$ cat config.mk
export PLATFORM = sky130hd
export DESIGN_NAME = flash_cmd_decoder
export DESIGN_NICKNAME = d
export VERILOG_FILES = /design/src/rtl/flash_cmd_decoder.sv
export SDC_FILE = /design/constraint.sdc
export NUM_CORES = 1
export LEC_CHECK = 0
export BUFFER_PORTS_ARGS = -buffer_cell sky130_fd_sc_hd__buf_4
export CORE_ASPECT_RATIO = 1.2
export CORE_MARGIN = 4
export CORE_UTILIZATION = 40
export CTS_BUF_LIST = sky130_fd_sc_hd__clkbuf_16
export DETAILED_ROUTE_END_ITERATION = 10
export PLACE_DENSITY = 0.66
export SETUP_SLACK_MARGIN = 0.1
export SLEW_MARGIN = 20
export SYNTH_ARGS = -nofsm -noshare
export SYNTH_HDL_FRONTEND = slang
export SYNTH_SLANG_ARGS = --single-unit
$ cat constraint.sdc
create_clock -name clk -period 2.92 [get_ports clk]
set_input_delay 0.292 -clock clk [delete_from_list [all_inputs] [get_ports clk]]
set_output_delay 0.292 -clock clk [all_outputs]
set_load 0.05 [all_outputs]
$ cat src/rtl/flash_cmd_decoder.sv
module flash_cmd_decoder #(
  parameter int AW         = 20,
  parameter int BOOT_AW    = 14,
  parameter bit TOP_BOOT   = 1'b0,
  parameter int GLITCH_CYC = 2
) (
  input  logic          clk,
  input  logic          rst_n,
  input  logic          ce_n,
  input  logic          we_n,
  input  logic          oe_n,
  input  logic [AW-1:0] addr,
  input  logic [7:0]    din,
  input  logic          supply_ok,
  input  logic          lock_override,
  output logic [7:0]    id_dout,
  output logic          id_active,
  output logic          boot_locked,
  output logic          prog_req,
  output logic [AW-1:0] prog_addr,
  output logic [7:0]    prog_data,
  output logic          erase_req,
  output logic          erase_keep_boot
);

  localparam int CW   = $clog2(GLITCH_CYC + 1);
  localparam int TAGW = AW - BOOT_AW;
  localparam logic [CW-1:0] CNT_MAX = CW'(GLITCH_CYC);
  localparam logic [AW-1:0] BOOT_BASE = TOP_BOOT ? {{TAGW{1'b1}}, {BOOT_AW{1'b0}}} : '0;
  localparam logic [AW-1:0] LOCK_ADDR = BOOT_BASE | AW'(2);
  localparam logic [7:0] MAKER   = 8'h1F;
  localparam logic [7:0] DEVCODE = TOP_BOOT ? 8'h27 : 8'h23;
  localparam logic [14:0] KEY_A = 15'h5555;
  localparam logic [14:0] KEY_B = 15'h2AAA;

  typedef enum logic [2:0] {S_IDLE, S_UN1, S_UN2, S_PROG, S_EX1, S_EX2, S_EX3} step_t;

  function automatic logic in_boot(input logic [AW-1:0] a);
    if (TOP_BOOT) return &a[AW-1:BOOT_AW];
    else          return ~|a[AW-1:BOOT_AW];
  endfunction

  logic          act, act_q, oe_low;
  logic [CW-1:0] cnt;
  logic [AW-1:0] a_lat;
  logic [7:0]    d_lat;

  assign act = !ce_n && !we_n;

  always_ff @(posedge clk or negedge rst_n) begin
    if (!rst_n) begin
      act_q  <= 1'b0;
      cnt    <= '0;
      oe_low <= 1'b0;
      a_lat  <= '0;
      d_lat  <= '0;
    end else begin
      act_q <= act;
      if (act) begin
        d_lat <= din;
        if (!act_q) begin
          a_lat  <= addr;
          cnt    <= CW'(1);
          oe_low <= !oe_n;
        end else begin
          if (cnt != CNT_MAX) cnt <= cnt + CW'(1);
          if (!oe_n) oe_low <= 1'b1;
        end
      end
    end
  end

  logic wr_fire, at_a, at_b, guard;
  assign wr_fire = act_q && !act && (cnt == CNT_MAX) && !oe_low && supply_ok;
  assign at_a    = a_lat[14:0] == KEY_A;
  assign at_b    = a_lat[14:0] == KEY_B;
  assign guard   = boot_locked && !lock_override;

  step_t st, st_n;
  logic  fire_prog, fire_erase, set_lock, id_set, id_clr;

  assign id_clr = wr_fire && (st != S_PROG) && (d_lat == 8'hF0);

  always_comb begin
    st_n       = st;
    fire_prog  = 1'b0;
    fire_erase = 1'b0;
    set_lock   = 1'b0;
    id_set     = 1'b0;
    if (wr_fire) begin
      st_n = S_IDLE;
      case (st)
        S_IDLE: if (at_a && d_lat == 8'hAA) st_n = S_UN1;
        S_UN1:  if (at_b && d_lat == 8'h55) st_n = S_UN2;
        S_UN2:
          if (at_a) begin
            case (d_lat)
              8'hA0:   st_n = S_PROG;
              8'h80:   st_n = S_EX1;
              8'h90:   id_set = 1'b1;
              default: st_n = S_IDLE;
            endcase
          end
        S_PROG: fire_prog = !(in_boot(a_lat) && guard);
        S_EX1:  if (at_a && d_lat == 8'hAA) st_n = S_EX2;
        S_EX2:  if (at_b && d_lat == 8'h55) st_n = S_EX3;
        S_EX3:
          if (at_a) begin
            fire_erase = d_lat == 8'h10;
            set_lock   = d_lat == 8'h40;
          end
        default: st_n = S_IDLE;
      endcase
    end
  end

  always_ff @(posedge clk or negedge rst_n) begin
    if (!rst_n) begin
      st              <= S_IDLE;
      prog_req        <= 1'b0;
      prog_addr       <= '0;
      prog_data       <= '0;
      erase_req       <= 1'b0;
      erase_keep_boot <= 1'b0;
      boot_locked     <= 1'b0;
      id_active       <= 1'b0;
    end else begin
      st        <= st_n;
      prog_req  <= fire_prog;
      erase_req <= fire_erase;
      if (fire_prog) begin
        prog_addr <= a_lat;
        prog_data <= d_lat;
      end
      if (fire_erase) erase_keep_boot <= guard;
      if (set_lock) boot_locked <= 1'b1;
      if (id_set) id_active <= 1'b1;
      else if (id_clr) id_active <= 1'b0;
    end
  end

  logic rd_en;
  assign rd_en = id_active && !ce_n && !oe_n && we_n;

  always_comb begin
    id_dout = 8'h00;
    if (rd_en) begin
      if (addr == '0)             id_dout = MAKER;
      else if (addr == AW'(1))    id_dout = DEVCODE;
      else if (addr == LOCK_ADDR) id_dout = {7'b0, boot_locked};
    end
  end


  lock_sticky_chk: assert property (@(posedge clk) disable iff (!rst_n)
    boot_locked |=> boot_locked);


  boot_guard_chk: assert property (@(posedge clk) disable iff (!rst_n)
    (prog_req && in_boot(prog_addr)) |-> $past(!boot_locked || lock_override));


  erase_keep_chk: assert property (@(posedge clk) disable iff (!rst_n)
    erase_req |-> (erase_keep_boot == $past(boot_locked && !lock_override)));


  req_after_strobe_chk: assert property (@(posedge clk) disable iff (!rst_n)
    (prog_req || erase_req) |-> $past(act_q && !act));


  single_req_chk: assert property (@(posedge clk) disable iff (!rst_n)
    $onehot0({prog_req, erase_req}));


  id_entry_chk: assert property (@(posedge clk) disable iff (!rst_n)
    $rose(id_active) |-> $past(d_lat) == 8'h90);

endmodule

==> results.ini <==
[timing]
min_period_over_period_pct = 77.91
rsz0062_at_grt = false
hold_viol_final = 0
max_freq_mhz = 439.6
tightest_slew_ps = 841.0
finalClockSkew_ps = 4.150
hold_slack_ps = 62.78
fin_crit_ps = 2275
drv_slew = 0
slew_headroom_pct = 43.93
setup_violations = 0
tns_ps = 0

[clock_network]
post_cts_resized = 0
clockBufferDepth = 2
tritoncts = built
holdBufCountCts = 0
cts_root_buf = clkbuf_16
clock_sinks = 68
htree_levels = 3
clkLatencyLatePin_ps = 330
numCtsBuffers = 9
post_cts_buffers = 0
clkTransAtPathRegs_ps = 50

[synth]
yosysSeqAreaShare_pct = 55.42
synthFlopType = dfrtp_1
synth_warnings = 0
syn_area_per_cell_um2 = 12.38
synthesis.area_um2 = 3070
synth.most_common_cell = dfrtp_1
yosysTopAreaCell = dfrtp_1
ys_types = 47
synth_top_area_share_pct = 55.42
synth.area.top_cells = dfrtp_1, mux2_2, mux2_4
ys_seq_elements = 68
synth-async-reset-ratio_pct = 100.0
synth_edf_count = 0
synth_commonest_cells = dfrtp_1, mux2_2, nand2_1
synthCells = 248

[global_routing]
grt_busiest_layer = met2
met2_usage_pct = 23.98
use_met1_pct = 22.00
grt_pass1_vias = 2171
grt_max_degree = 69
overflow = 0
grt_pass1_wl_um = 11270
antenna_found_initial = 0
grt_use_total_pct = 16.02
grtUsageMet3_pct = 3.645

[place]
hpwl_um = 5016
portBuffers = 73
gp_congestion = 0.8469
place_area_um2 = 3684
dp_cells = 402

[route]
wl_um = 6904
avgViaCountPerCell = 5.237
drt_iter0_drc = 122
drtPass1Iterations = 4
wl_per_cell_um = 16.52
vias = 2189
drc = 0
ant_nets = 0

[power]
p_sw_w = 0.0005840
clock_power_share_pct = 46.4
p_sw_share_pct = 23.70
seqPwrFrac_pct = 44.8
p_per_area_nw_per_um2 = 616.0
cellInternalPower_w = 0.001880
p_total_w = 0.002464
power_frac_comb_pct = 8.8
peakVddDrop_mv = 0.3830
p_leak_nw = 1.975

[setup_path]
critPathMaxStageDelay_ps = 420
end_kind = primary output
critical_path_required_ps = 2630
crit_start = id_active
cp_max_fo = 3
worstPathArrival_ps = 1980
critPathKind = flop to primary output
crit_buf_inv = 1
startpoint_type = flop
crit_family = simple AND/OR/NAND/NOR gates
path_cells = nor4bb_1, nand4_1, nor4_2, buf_4
slowest_stage = nor4bb_1
r2r-start = cnt[0]

[cells_and_area]
design_area_um2 = 4000
antenna_cells = 0
drive_above_1_share_pct = 46.34
area_growth_pct = 30.28
final_nets = 359
fin_cells = 418
fillers = 654

[die]
die_area_um2 = 9148
dieWidth_um = 87.98
core_area_um2 = 7360
start_util_pct = 41.72
rows = 34
die_h_um = 104.0
io_pins = 76

[worst_hold_path]
hold_class = primary input to async pin

[run]
cap_violations = 0

[outcome]
run_status = finished clean

==> power by group through the flow <==
stage               sequential, W  combinational [W]  clock, W
floorplan                 0.00108           0.000146         0
global placement          0.00112           0.000217         0
detailed placement        0.00112           0.000220         0
CTS                       0.00110           0.000222   0.00116
global route              0.00112           0.000240   0.00121
finish                    0.00110           0.000218   0.00114
==> state kept, by name (all words and copies together) (netlist names) <==
name and cells:
st 3, erase_req 1, d_lat 8, cnt 2, oe_low 1, id_active 1, a_lat 20, act_q 1
prog_req 1, prog_data 8, erase_keep_boot 1, prog_addr 20, boot_locked 1
==> final timing paths <==
| kind | end | slack, ps | cells past startpoint |
|---|---|---|---|
| max | id_dout[4] | 650 | 4 |
| min | prog_data[6] | 60 | 1 |
| max reg2reg | prog_data[4] | 1060 | 7 |
| min reg2reg | prog_data[2] | 510 | 1 |
| max in group asynchronous | id_active | 2300 | 1 |
| min in group clk | d_lat[3] | 150 | 3 |
==> placed cells by master, fill, tap and decap left out, types with 2 or more instances in the layout <==
master and count:
buf_4 77, dfrtp_1 68, mux2_2 40, nand2_1 33, nor4_1 9, mux2_4 9
clkbuf_16 9, nor2_1 7, inv_1 7, nor4bb_1 5, nand4_1 5, nor3_1 5
o21ai_0 4, o31ai_1 3, nand2b_1 3, nor3_2 2, nand3b_1 2, or4bb_1 2
or4b_2 2, a21oi_1 2, nand3_1 2, conb_1 2, clkinvlp_4 2, bufinv_16 2
clkinv_1 2
==> cell type report <==
class / count / area, µm² / area share, %
clock buffer: 9 / 225.2 / 5.630
inverter: 8 / 30.03 / 0.7507
sequential: 68 / 1702 / 42.54
multi-input combinational: 159 / 1261 / 31.53
clock inverter: 7 / 91.34 / 2.283
tap: 90 / 112.6 / 2.815
timing repair buffer: 77 / 578.1 / 14.45
==> stage by stage <==
stage               setup slack, ps  util (%)
floorplan                     241.3         -
global placement              964.6     50.05
detailed placement            931.4     50.05
CTS                           643.6     54.35
global route                  489.1     54.35
finish                        645.1     54.35
==> kinds of logic (layout without fill, tap and decap cells) <==
kind of cell	Yosys count	after routing	share of synthesized area, %
AND/OR/NAND/NOR	89	89	16.67
flip-flops	68	68	55.42
multiplexers	51	51	19.76
buffers and inverters	22	101	3.994
AO/OA/AOI/OAI	16	16	3.627
adder cells (fa/ha/maj)	1	1	0.4074
other	1	2	0.1221
==> routing by layer <==
layer	up-vias	share of wire, %
met3	12	4.6
met1	1084	44
met2	55	49
met5	-	0
met4	0	2.2
li1	1038	-
(Power assumes the default switching activity.)
